File: src/rtl/dll_ctl_pkg.sv
`timescale 1ns/1ps
package dll_ctl_pkg;

    typedef enum logic [1:0] {
        PH_EST    = 2'd0,
        PH_COARSE = 2'd1,
        PH_FINE   = 2'd2,
        PH_LOCK   = 2'd3
    } lock_phase_e;

    typedef enum logic [1:0] {
        STP_NONE   = 2'd0,
        STP_WIDE   = 2'd1,
        STP_NARROW = 2'd2
    } step_size_e;

    typedef struct packed {
        logic wide_up;
        logic nar_up;
        logic wide_dn;
        logic nar_dn;
    } step_strobe_t;

endpackage

File: src/rtl/dll_rev_tracker.sv
`timescale 1ns/1ps
// Counts consecutive direction reversals of detector decisions.
module dll_rev_tracker #(
    parameter int REV_NEED = 2
) (
    input  logic clk,
    input  logic rst_n,
    input  logic clr,
    input  logic vld,
    input  logic dir,
    output logic hit
);
    localparam int CNTW = (REV_NEED < 2) ? 1 : $clog2(REV_NEED + 1);
    localparam logic [CNTW-1:0] LAST_C = CNTW'(REV_NEED - 1);

    logic            last_dir;
    logic            have_last;
    logic [CNTW-1:0] rev_cnt;
    logic            is_rev;

    always_comb begin
        is_rev = have_last && (dir != last_dir);
        hit    = vld && is_rev && (rev_cnt == LAST_C);
    end

    always_ff @(posedge clk or negedge rst_n) begin
        if (!rst_n) begin
            last_dir  <= 1'b0;
            have_last <= 1'b0;
            rev_cnt   <= '0;
        end else if (clr) begin
            have_last <= 1'b0;
            rev_cnt   <= '0;
        end else if (vld) begin
            last_dir  <= dir;
            have_last <= 1'b1;
            rev_cnt   <= (!is_rev || hit) ? '0 : rev_cnt + 1'b1;
        end
    end

    // the run count never reaches the switch threshold as stored state
    p_cnt_bound_r5: assert property (@(posedge clk) disable iff (!rst_n)
        rev_cnt <= LAST_C);

    // a non-reversal decision restarts the run
    p_run_restart_r5: assert property (@(posedge clk) disable iff (!rst_n)
        (vld && !clr && !is_rev) |=> (rev_cnt == '0));

endmodule

File: src/rtl/dll_step_unit.sv
`timescale 1ns/1ps
// Holds the coarse/fine tuning code and applies window-limited steps.
module dll_step_unit
    import dll_ctl_pkg::*;
#(
    parameter int CRS_W = 4,
    parameter int FIN_W = 3
) (
    input  logic                   clk,
    input  logic                   rst_n,
    input  logic                   step_req,
    input  logic                   step_up,
    input  step_size_e             step_size,
    output logic [CRS_W+FIN_W-1:0] tune,
    output step_strobe_t           strb
);
    localparam int TW    = CRS_W + FIN_W;
    localparam int NCODE = 1 << TW;
    localparam logic [TW:0] LO_C   = (TW+1)'(NCODE / 4 + 1);
    localparam logic [TW:0] HI_C   = (TW+1)'(3 * NCODE / 4 - 1);
    localparam logic [TW:0] WIDE_C = (TW+1)'(1 << FIN_W);
    localparam logic [TW:0] ONE_C  = (TW+1)'(1);

    logic [TW:0] delta;
    logic [TW:0] cand;
    logic        in_win;
    logic        take;
    logic        is_wide;

    always_comb begin
        is_wide = (step_size == STP_WIDE);
        delta   = is_wide ? WIDE_C : ONE_C;
        cand    = step_up ? ({1'b0, tune} + delta) : ({1'b0, tune} - delta);
        in_win  = (cand >= LO_C) && (cand <= HI_C);
        take    = step_req && (step_size != STP_NONE) && in_win;
    end

    always_ff @(posedge clk or negedge rst_n) begin
        if (!rst_n) begin
            tune <= LO_C[TW-1:0];
            strb <= '0;
        end else begin
            strb <= '0;
            if (take) begin
                tune         <= cand[TW-1:0];
                strb.wide_up <= is_wide && step_up;
                strb.nar_up  <= !is_wide && step_up;
                strb.wide_dn <= is_wide && !step_up;
                strb.nar_dn  <= !is_wide && !step_up;
            end
        end
    end

    // code never leaves the allowed window
    p_tune_window_r7: assert property (@(posedge clk) disable iff (!rst_n)
        ({1'b0, tune} >= LO_C) && ({1'b0, tune} <= HI_C));

    // one strobe at most, only after a request
    p_one_strobe_r11: assert property (@(posedge clk) disable iff (!rst_n)
        $onehot0(strb));
    p_strobe_after_req_r11: assert property (@(posedge clk) disable iff (!rst_n)
        (strb != '0) |-> $past(step_req));

    // a wide up step moves the code by one coarse unit
    p_wide_up_delta_r4: assert property (@(posedge clk) disable iff (!rst_n)
        strb.wide_up |-> ({1'b0, tune} == {1'b0, $past(tune)} + WIDE_C));

    // a narrow down step moves the code by one LSB with borrow
    p_nar_dn_delta_r6: assert property (@(posedge clk) disable iff (!rst_n)
        strb.nar_dn |-> ({1'b0, tune} + ONE_C == {1'b0, $past(tune)}));

    // no strobe means the code held
    p_quiet_hold_r7: assert property (@(posedge clk) disable iff (!rst_n)
        (strb == '0) |-> $stable(tune));

endmodule

File: src/rtl/dll_lock_fsm.sv
`timescale 1ns/1ps
// Lock sequencing: estimate -> coarse -> fine -> lock.
module dll_lock_fsm
    import dll_ctl_pkg::*;
#(
    parameter int RNG_W = 2
) (
    input  logic             clk,
    input  logic             rst_n,
    input  logic [RNG_W-1:0] code_in,
    input  logic             code_vld,
    input  logic             pd_vld,
    input  logic             rev_hit,
    output logic             est_en,
    output logic [RNG_W-1:0] range_sel,
    output logic             done,
    output logic             trk_clr,
    output logic             step_req,
    output step_size_e       step_size
);
    lock_phase_e state_q, state_d;

    always_comb begin
        state_d = state_q;
        unique case (state_q)
            PH_EST:    if (code_vld) state_d = PH_COARSE;
            PH_COARSE: if (rev_hit)  state_d = PH_FINE;
            PH_FINE:   if (rev_hit)  state_d = PH_LOCK;
            PH_LOCK:   state_d = PH_LOCK;
            default:   state_d = PH_EST;
        endcase
    end

    always_ff @(posedge clk or negedge rst_n) begin
        if (!rst_n) begin
            state_q   <= PH_EST;
            range_sel <= '0;
        end else begin
            state_q <= state_d;
            if (state_q == PH_EST && code_vld) range_sel <= code_in;
        end
    end

    always_comb begin
        est_en    = 1'b0;
        done      = 1'b0;
        trk_clr   = 1'b0;
        step_req  = 1'b0;
        step_size = STP_NONE;
        unique case (state_q)
            PH_EST: begin
                est_en  = 1'b1;
                trk_clr = 1'b1;
            end
            PH_COARSE: begin
                step_req  = pd_vld;
                step_size = STP_WIDE;
            end
            PH_FINE: begin
                step_req  = pd_vld;
                step_size = STP_NARROW;
            end
            PH_LOCK: begin
                done      = 1'b1;
                step_req  = pd_vld;
                step_size = STP_NARROW;
            end
            default: begin
                est_en = 1'b0;
            end
        endcase
    end

    // lock flag is sticky
    p_done_sticky_r8: assert property (@(posedge clk) disable iff (!rst_n)
        done |=> done);

    // range field frozen once estimation is over
    p_range_hold_r2: assert property (@(posedge clk) disable iff (!rst_n)
        (!est_en && !$past(est_en)) |-> $stable(range_sel));

    // estimation ends only on an accepted code
    p_est_exit_r2: assert property (@(posedge clk) disable iff (!rst_n)
        $fell(est_en) |-> $past(code_vld));

endmodule

File: src/rtl/dll_lock_ctrl.sv
`timescale 1ns/1ps
module dll_lock_ctrl
    import dll_ctl_pkg::*;
#(
    parameter int RNG_W    = 2,
    parameter int CRS_W    = 4,
    parameter int FIN_W    = 3,
    parameter int REV_NEED = 2
) (
    input  logic             clk,
    input  logic             rst_n,
    input  logic [RNG_W-1:0] freq_code,
    input  logic             freq_code_vld,
    input  logic             pd_vld,
    input  logic             pd_up,
    output logic             est_en,
    output logic [RNG_W-1:0] dl_range,
    output logic [CRS_W-1:0] dl_coarse,
    output logic [FIN_W-1:0] dl_fine,
    output logic             stp_wide_up,
    output logic             stp_nar_up,
    output logic             stp_wide_dn,
    output logic             stp_nar_dn,
    output logic             lock_done
);
    localparam int TW = CRS_W + FIN_W;

    logic         rev_hit;
    logic         trk_clr;
    logic         step_req;
    step_size_e   step_size;
    logic [TW-1:0] tune;
    step_strobe_t strb;

    dll_lock_fsm #(.RNG_W(RNG_W)) u_fsm (
        .clk       (clk),
        .rst_n     (rst_n),
        .code_in   (freq_code),
        .code_vld  (freq_code_vld),
        .pd_vld    (pd_vld),
        .rev_hit   (rev_hit),
        .est_en    (est_en),
        .range_sel (dl_range),
        .done      (lock_done),
        .trk_clr   (trk_clr),
        .step_req  (step_req),
        .step_size (step_size)
    );

    dll_rev_tracker #(.REV_NEED(REV_NEED)) u_rev (
        .clk   (clk),
        .rst_n (rst_n),
        .clr   (trk_clr),
        .vld   (step_req),
        .dir   (pd_up),
        .hit   (rev_hit)
    );

    dll_step_unit #(.CRS_W(CRS_W), .FIN_W(FIN_W)) u_step (
        .clk       (clk),
        .rst_n     (rst_n),
        .step_req  (step_req),
        .step_up   (pd_up),
        .step_size (step_size),
        .tune      (tune),
        .strb      (strb)
    );

    assign dl_coarse   = tune[TW-1:FIN_W];
    assign dl_fine     = tune[FIN_W-1:0];
    assign stp_wide_up = strb.wide_up;
    assign stp_nar_up  = strb.nar_up;
    assign stp_wide_dn = strb.wide_dn;
    assign stp_nar_dn  = strb.nar_dn;

    // decisions during estimation leave the code alone
    p_est_hold_r3: assert property (@(posedge clk) disable iff (!rst_n)
        (est_en && $past(est_en)) |-> $stable(tune));

    // after lock only narrow steps occur
    p_lock_narrow_r9: assert property (@(posedge clk) disable iff (!rst_n)
        (lock_done && $past(lock_done)) |-> !(stp_wide_up || stp_wide_dn));

endmodule

File: config.mk
export PLATFORM = sky130hd
export DESIGN_NAME = dll_lock_ctrl
export DESIGN_NICKNAME = d
export VERILOG_FILES = /design/src/rtl/dll_ctl_pkg.sv /design/src/rtl/dll_rev_tracker.sv /design/src/rtl/dll_step_unit.sv /design/src/rtl/dll_lock_fsm.sv /design/src/rtl/dll_lock_ctrl.sv
export SDC_FILE = /design/constraint.sdc
export NUM_CORES = 1
export LEC_CHECK = 0
export ABC_AREA = 1
export CAP_MARGIN = 20
export CELL_PAD_IN_SITES_DETAIL_PLACEMENT = 1
export CELL_PAD_IN_SITES_GLOBAL_PLACEMENT = 2
export CORE_ASPECT_RATIO = 0.9
export CORE_MARGIN = 2
export CORE_UTILIZATION = 35
export DETAILED_ROUTE_END_ITERATION = 10
export DONT_BUFFER_PORTS = 1
export GPL_TIMING_DRIVEN = 1
export PLACE_DENSITY = 0.82
export SLEW_MARGIN = 20
export SYNTH_ARGS = -nofsm -noshare
export SYNTH_HDL_FRONTEND = slang
export SYNTH_SLANG_ARGS = --single-unit
File: constraint.sdc
create_clock -name clk -period 2.4 [get_ports clk]
set_input_delay 0.6 -clock clk [delete_from_list [all_inputs] [get_ports clk]]
set_output_delay 0.6 -clock clk [all_outputs]
set_load 0.005 [all_outputs]
==> flow_metrics.env, run 1 <==
export IMPL_run_status="finished clean"
export IMPL_maxCapViolations=0
export IMPL_flow_area_growth_from_synthesis_pct=19.5
export IMPL_critical_path_slowest_cell="sky130_fd_sc_hd__dfrtp_2"
export IMPL_antenna_viol_nets_final=0
export IMPL_worstSetupEndpointType="register"
export IMPL_post_route_cells_drive_above_1_share=0.246
export IMPL_die_h_um=60.5
export IMPL_start_util=0.367
export IMPL_multi_input_comb_area_sq_um=714
export IMPL_worst_ir_drop_vdd_mv=0.574
export IMPL_finalMaxSlewViolations=0
export IMPL_layout_cells_most_common_list="sky130_fd_sc_hd__nand2_1, sky130_fd_sc_hd__inv_1, sky130_fd_sc_hd__nand3_1, sky130_fd_sc_hd__dfrtp_1"
export IMPL_crit_path_max_fanout=8
export IMPL_h_tree_depth=1
export IMPL_relSlewSlack=0.794
export IMPL_critical_path_top_cell_by_count="sky130_fd_sc_hd__nand2_1"
export IMPL_routed_wire_length_per_instance_um=15.6
export IMPL_grt_pass1_vias=1162
export IMPL_power_after_layout_uw=1750
export IMPL_clock_path_buffers=2
export IMPL_synth_edff_count=0
export IMPL_ys_dominant_reg_cell="sky130_fd_sc_hd__dfrtp_1"
export IMPL_mappedNetlistNets=181
export IMPL_synth_cell_area_sq_um=1240
export IMPL_dr_wl_met3_um=150
export IMPL_num_vias=1141
export IMPL_clkLatencyLatePin_ps=250
export IMPL_setup_violations=0
export IMPL_max_stage_delay_ps=450
export IMPL_time_the_worst_path_needs_with_i_o_delays_and_setup_ps=2220
export IMPL_critical_path_arrival_ps=2410
export IMPL_yosys_warnings=0
export IMPL_start_kind="register"
export IMPL_routed_via_density=5.03
export IMPL_power_leakage_uw=0.000786
export IMPL_fmaxAchievable_mhz=451
export IMPL_maximum_number_of_pins_on_one_net_before_global_route_repair=20
export IMPL_die_area_sq_um=4040
export IMPL_starting_drc_count_in_detailed_routing=44
export IMPL_syn_instance_count=167
export IMPL_regToRegStartpoint="u_fsm.state_q[0]"
export IMPL_layout_commonest_cell="sky130_fd_sc_hd__nand2_1"
export IMPL_routed_wirelength_mm=3.54
export IMPL_core_sq_um=3380
export IMPL_place_gp_congestion=0.820
export IMPL_critical_path_startpoint="u_fsm.state_q[0]"
export IMPL_synth_async_reset_ratio=1.00
export IMPL_wirelength_met1_mm=1.65
export IMPL_cts_clk_slew_worst_paths_ps=70
export IMPL_fin_worst_skew_ps=1.61
export IMPL_cp_cell_sequence="nand2_4, nand2_2, ha_4, a21oi_2, o21ai_0, a21oi_1, nand2_1, nand2_1, nand3_1, nor2_4, buf_6, nand3_1, nand2_1"
export IMPL_cts_hold_buf=0
export IMPL_gr_total_overflow=0
export IMPL_worstSetupPathType="reg2reg"
export IMPL_met2RoutedLength_mm=1.73
export IMPL_share_of_synthesized_area_occupied_by_flip_flops_and_latches=0.385
export IMPL_detailedPlacementHpwl_mm=2.77
export IMPL_post_route_period_util=0.923
export IMPL_clockRootBuffer="sky130_fd_sc_hd__clkbuf_8"
export IMPL_fp_dieW_um=66.7
export IMPL_power_density_nw_per_um2=1180
export IMPL_numPortBuffers=0
export IMPL_synth_lib_cells_used_distinct=27
export IMPL_timing_reg2reg_worst_path_depth=13
export IMPL_number_of_antenna_violations_at_the_first_check_in_global_routing=0
export IMPL_tritoncts="built"
export IMPL_hold_path_class="in2async"
export IMPL_hold_violations=0
export IMPL_regArea_sq_um=479
export IMPL_design_portCount=22
export IMPL_num_antenna_cells=0
export IMPL_tritoncts_num_sinks=19
export IMPL_grt_use_total=0.194
export IMPL_num_fill_cells=433
export IMPL_finish_net_count=198
export IMPL_grt_pass1_wl_mm=5.76
export IMPL_postSynthRegisterBits=19
export IMPL_rows=20
export IMPL_synth_area_per_cell_sq_um=7.42
export IMPL_drt_pass1_iter_count=4
export IMPL_top_signal_layer_used="met4"
export IMPL_worstMarginPinSlew_ps=307
export IMPL_final_hold_worst_slack_ps=30.8
export IMPL_worst_endpoint_required_ps=2590
export IMPL_numCtsBuffers=3
export IMPL_drcViolationCount=0
## layer usage
metal	vias up	GRT usage
met5	-	0
met3	2	0.0519
met2	15	0.343
met4	0	0.0175
li1	563	-
met1	561	0.250
## path summary, 6_finish.rpt
kind | end | slack [ps]
setup / recovery | u_step.tune[1] | 180
hold / removal | u_step.tune[3] | 30
setup reg to reg | u_step.tune[1] | 180
hold reg to reg | u_step.tune[0] | 500
max in group asynchronous | u_step.tune[5] | 2200
min in group clk | u_step.strb[3] | 480
## flip-flops by register name, summed over array words and instances, names as in the netlist
signal	flops
u_rev.rev_cnt	2
u_fsm.state_q	2
u_step.strb	4
u_rev.last_dir	1
u_rev.have_last	1
u_fsm.range_sel	2
u_step.tune	7
## critical path, delay by kind of cell (launching register included)
kind | cells | cell delay, ps
DFF | 1 | 450
and+or+nand+nor | 8 | 940
AOI/OAI and AO/OA | 3 | 450
buffers and inverters | 1 | 150
adders and majority gates | 1 | 170
## through the flow
step | instances | util | worst slack (ps) | area [sq um] | TNS, ps
after floorplan | 167 | - | 181 | 1240 | 0
after global placement | 217 | 0.396 | -8.59 | 1340 | -8.59
after detailed placement | 217 | 0.396 | -108 | 1340 | -889
after CTS | 221 | 0.410 | 43.9 | 1390 | 0
after global routing | 227 | 0.439 | -35.3 | 1480 | -119
final | 227 | 0.439 | 185 | 1480 | 0
## cell usage after synthesis, types with 2 or more instances
master	instances	share of area
sky130_fd_sc_hd__a21oi_1	3	0.012
sky130_fd_sc_hd__or2_2	2	0.010
sky130_fd_sc_hd__nand3b_1	2	0.012
sky130_fd_sc_hd__nand2_1	55	0.17
sky130_fd_sc_hd__inv_1	22	0.067
sky130_fd_sc_hd__nand4_1	2	0.010
sky130_fd_sc_hd__o21ai_0	4	0.016
sky130_fd_sc_hd__nor2_1	13	0.039
sky130_fd_sc_hd__inv_2	2	0.0061
sky130_fd_sc_hd__dfstp_2	2	0.042
sky130_fd_sc_hd__mux2_2	2	0.018
sky130_fd_sc_hd__nand3_2	2	0.016
sky130_fd_sc_hd__nand2_2	4	0.020
sky130_fd_sc_hd__dfrtp_1	17	0.34
sky130_fd_sc_hd__nand3_1	17	0.069
sky130_fd_sc_hd__ha_1	7	0.071
## repair_timing
item,in CTS,in global routing
setup endpoints to repair,0,11
gates resized for setup,0,13
setup buffers,0,5
## report_power, final
part	internal, uW	total [uW]	leakage (uW)	switching [uW]
sequential	412	520	0.000230	108
clock	117	225	0.0000217	108
combinational	387	1010	0.000535	622
total	916	1750	0.000786	838
## layout make-up
class | count | share of cell area
Clock buffer | 3 | 0.0279
Clock inverter | 1 | 0.00507
Inverter | 24 | 0.0608
Multi-Input combinational cell | 124 | 0.482
Sequential cell | 19 | 0.323
Tap cell | 44 | 0.0372
Timing Repair Buffer | 12 | 0.0633
## cells by family (layout without fill, tap and decap cells)
group,Yosys count,count (layout),share of synthesized area
AOI/OAI and AO/OA,11,11,0.0616
xor gates and xnor gates,1,1,0.00706
adders and majority gates,7,7,0.0706
buffers and inverters,25,40,0.0817
DFF,19,19,0.385
muxes,2,2,0.0182
and+or+nand+nor,102,103,0.375
Note: power is estimated with default switching activity, not from simulation.
==> run 2: changes to the inputs <==
- ABC_AREA: 1 -> unset
- CORE_UTILIZATION: 35 -> 37
- PLACE_DENSITY: 0.82 -> 0.81
==> run 2 against run 1 <==
Against the previous run:
- largest power group unchanged
- wire length up 24%
- design area up 34%
- combinational power rose to 2.5 times the previous value
- the flow now finishes with violations (setup timing)
- highest routed layer unchanged
- non-clock buffer count up 31
- maximum frequency down 16%
- critical path depth down 3
- clock power up 4%
==> flow_metrics.env, run 2 <==
export IMPL_run_status="complete, but fails checks"
export IMPL_violations="setup timing"
export IMPL_cts_hold_buf=0
export IMPL_worst_ir_drop_vdd_mv=0.845
export IMPL_worstSetupPathType="reg2reg"
export IMPL_num_antenna_cells=0
export IMPL_post_route_period_util=1.10
export IMPL_rows=20
export IMPL_routed_via_density=5.76
export IMPL_synthDominantAreaCellType="sky130_fd_sc_hd__dfrtp_1"
export IMPL_share_of_synthesized_area_occupied_by_flip_flops_and_latches=0.368
export IMPL_start_kind="register"
export IMPL_ys_dominant_reg_cell="sky130_fd_sc_hd__dfrtp_1"
export IMPL_layout_commonest_cell="sky130_fd_sc_hd__buf_4"
export IMPL_switching_share=0.447
export IMPL_grt_pass1_vias=1392
export IMPL_antenna_viol_nets_final=0
export IMPL_grt_setup_unrepaired="yes"
export IMPL_finalMaxSlewViolations=0
export IMPL_cts_clk_slew_worst_paths_ps=80
export IMPL_grt_use_total=0.240
export IMPL_number_of_antenna_violations_at_the_first_check_in_global_routing=0
export IMPL_worstMarginPinSlew_ps=431
export IMPL_synth_cell_area_sq_um=1300
export IMPL_largest_reg_flops=7
export IMPL_fmaxAchievable_mhz=378
export IMPL_post_route_cells_drive_above_1_share=0.508
export IMPL_die_h_um=60.2
export IMPL_maxCapViolations=0
export IMPL_postSynthRegisterBits=19
export IMPL_syn_instance_count=141
export IMPL_crit_path_max_fanout=6
export IMPL_routed_wire_length_per_instance_um=19.2
export IMPL_starting_drc_count_in_detailed_routing=73
export IMPL_top_regs="u_step.tune (7), u_step.strb (4)"
export IMPL_core_sq_um=3380
export IMPL_numCtsBuffers=3
export IMPL_power_leakage_uw=0.000858
export IMPL_layout_core_utilization=0.586
export IMPL_power_density_nw_per_um2=1700
export IMPL_routed_wirelength_mm=4.39
export IMPL_h_tree_depth=1
export IMPL_met2RoutedLength_mm=2.23
export IMPL_ys_top_cells_by_area="sky130_fd_sc_hd__dfrtp_1, sky130_fd_sc_hd__ha_1, sky130_fd_sc_hd__nor2_1"
export IMPL_numPortBuffers=0
export IMPL_synth_async_reset_ratio=1.00
export IMPL_hold_path_class="in2async"
export IMPL_layout_cells_most_common_list="sky130_fd_sc_hd__buf_4, sky130_fd_sc_hd__dfrtp_1, sky130_fd_sc_hd__nor2_1, sky130_fd_sc_hd__o21ai_0"
export IMPL_finalInstanceArea_sq_um=1980
export IMPL_worst_endpoint_required_ps=2550
export IMPL_design_portCount=22
export IMPL_top_signal_layer_used="met4"
export IMPL_clkLatencyLatePin_ps=260
export IMPL_place_gp_congestion=0.878
export IMPL_synth_most_common_cell="sky130_fd_sc_hd__dfrtp_1"
export IMPL_hold_violations=0
export IMPL_timing_reg2reg_worst_path_depth=10
export IMPL_clockRootBuffer="sky130_fd_sc_hd__clkbuf_8"
export IMPL_tritoncts_num_sinks=19
export IMPL_finish_net_count=200
export IMPL_power_internal_uw=1860
export IMPL_synth_area_per_cell_sq_um=9.21
export IMPL_post_place_cell_area_sq_um=1770
export IMPL_grt_pass1_wl_mm=7.01
export IMPL_critical_path_arrival_ps=2790
export IMPL_fp_dieW_um=66.5
export IMPL_clock_path_buffers=2
export IMPL_flow_area_growth_from_synthesis_pct=52.3
export IMPL_gr_total_overflow=0
export IMPL_fin_ws_ps=-245
export IMPL_synth_edff_count=0
export IMPL_setup_violations=11
export IMPL_maximum_number_of_pins_on_one_net_before_global_route_repair=20
export IMPL_comb_power_share=0.756
export IMPL_num_vias=1318
export IMPL_yosys_area_top_type_share=0.328
export IMPL_drt_pass1_iter_count=4
export IMPL_mappedNetlistNets=155
export IMPL_tritoncts="built"
export IMPL_seq_power_share=0.175
export IMPL_num_fill_cells=408
export IMPL_fin_worst_skew_ps=5.17
export IMPL_dr_wl_met3_um=91
export IMPL_die_area_sq_um=4000
export IMPL_synth_lib_cells_used_distinct=47
export IMPL_time_the_worst_path_needs_with_i_o_delays_and_setup_ps=2640
export IMPL_netlist_top_cells_count="sky130_fd_sc_hd__dfrtp_1, sky130_fd_sc_hd__nor2_1, sky130_fd_sc_hd__o21ai_0"
export IMPL_final_setup_tns_ps=-1980
export IMPL_p_sw_uw=1500
export IMPL_largest_register="u_step.tune"
export IMPL_power_after_layout_uw=3360
export IMPL_worstSetupEndpointType="register"
export IMPL_start_util=0.384
export IMPL_yosys_warnings=0
export IMPL_relSlewSlack=0.708
export IMPL_power_share_clock=0.069
export IMPL_wirelength_met1_mm=2.04
export IMPL_drcViolationCount=0
export IMPL_detailedPlacementHpwl_mm=3.31
==> run 2: cell types whose count changed in the layout (fill, tap and decap cells not counted), sizes merged, moves of 5 or more <==
cell	change
o21ai	+8
and2	+6
nor3	+5
nand2	-52
inv	-19
o211ai	+5
buf	+31
nand3	-15
==> run 2: kinds of logic after synthesis <==
kind of cell    after synthesis  share of synthesized area
compound gates               42                      0.250
xor+xnor                      6                     0.0405
fa+ha+maj                     7                     0.0674
buf+inv                       8                     0.0250
flops                        19                      0.368
mux                           3                     0.0250
simple gates                 56                      0.224
==> run 2: timing repair <==
action / in CTS / in global routing
hold endpoints to repair: 0 / 0
endpoints found under the setup margin: 11 / 11
pin swaps: 19 / 13
resized for setup: 15 / 12
setup buffers: 4 / 1
==> run 2: path summary, 6_finish.rpt <==
check                           slack [ps]         endpoint             start
max in group asynchronous             2200   u_step.tune[5]             rst_n
worst max-delay path                  -240   u_step.tune[6]  u_fsm.state_q[1]
min in group clk                       390   u_step.strb[1]             pd_up
worst max register to register        -240   u_step.tune[6]  u_fsm.state_q[1]
worst min-delay path                    30   u_step.strb[0]             rst_n
worst min register to register         510  u_rev.have_last   u_rev.have_last
==> run 2: metal layers <==
metal,GRT usage,up-vias
met5,0,-
met4,0.0350,0
met3,0.0414,2
met2,0.431,18
met1,0.309,684
li1,-,614
==> run 2: power by group through the flow <==
stage          combinational [uW]  clock, uW  sequential, uW
3_5_place_dp                 2160          0             584
2_1_floorplan                1360          0             573
5_1_grt                      2760        246             603
6_report                     2540        233             587
3_3_place_gp                 2060          0             576
4_1_cts                      2360        240             581
==> run 2: stage by stage <==
| stage | hold WS (ps) | setup WS (ps) | cells |
|---|---|---|---|
| after CTS | 15.4 | -223 | 228 |
| after detailed placement | 305 | -267 | 220 |
| after global routing | 13.1 | -326 | 229 |
| after global placement | 305 | -164 | 220 |
| after floorplan | 304 | -241 | 141 |
| final | 26.1 | -245 | 229 |
==> run 2: cell type report <==
cell class,count,area [sq um],share of cell area
Timing Repair Buffer,43,345,0.175
Multi-Input combinational cell,114,1020,0.515
Clock inverter,1,5.00,0.00253
Sequential cell,19,478,0.242
Tap cell,44,55.1,0.0278
Inverter,5,33.8,0.0171
Clock buffer,3,41.3,0.0209
==> run 2: critical path, cell delays in order, from the launching register on <==
cell and delay [ps]:
sky130_fd_sc_hd__dfrtp_1 380, sky130_fd_sc_hd__and2b_2 250, sky130_fd_sc_hd__inv_4 60, sky130_fd_sc_hd__ha_4 160, sky130_fd_sc_hd__and3_4 170, sky130_fd_sc_hd__a31o_4 220, sky130_fd_sc_hd__o211a_1 220, sky130_fd_sc_hd__or4_4 540
sky130_fd_sc_hd__and2_4 200, sky130_fd_sc_hd__o31ai_4 230, sky130_fd_sc_hd__a21oi_1 90
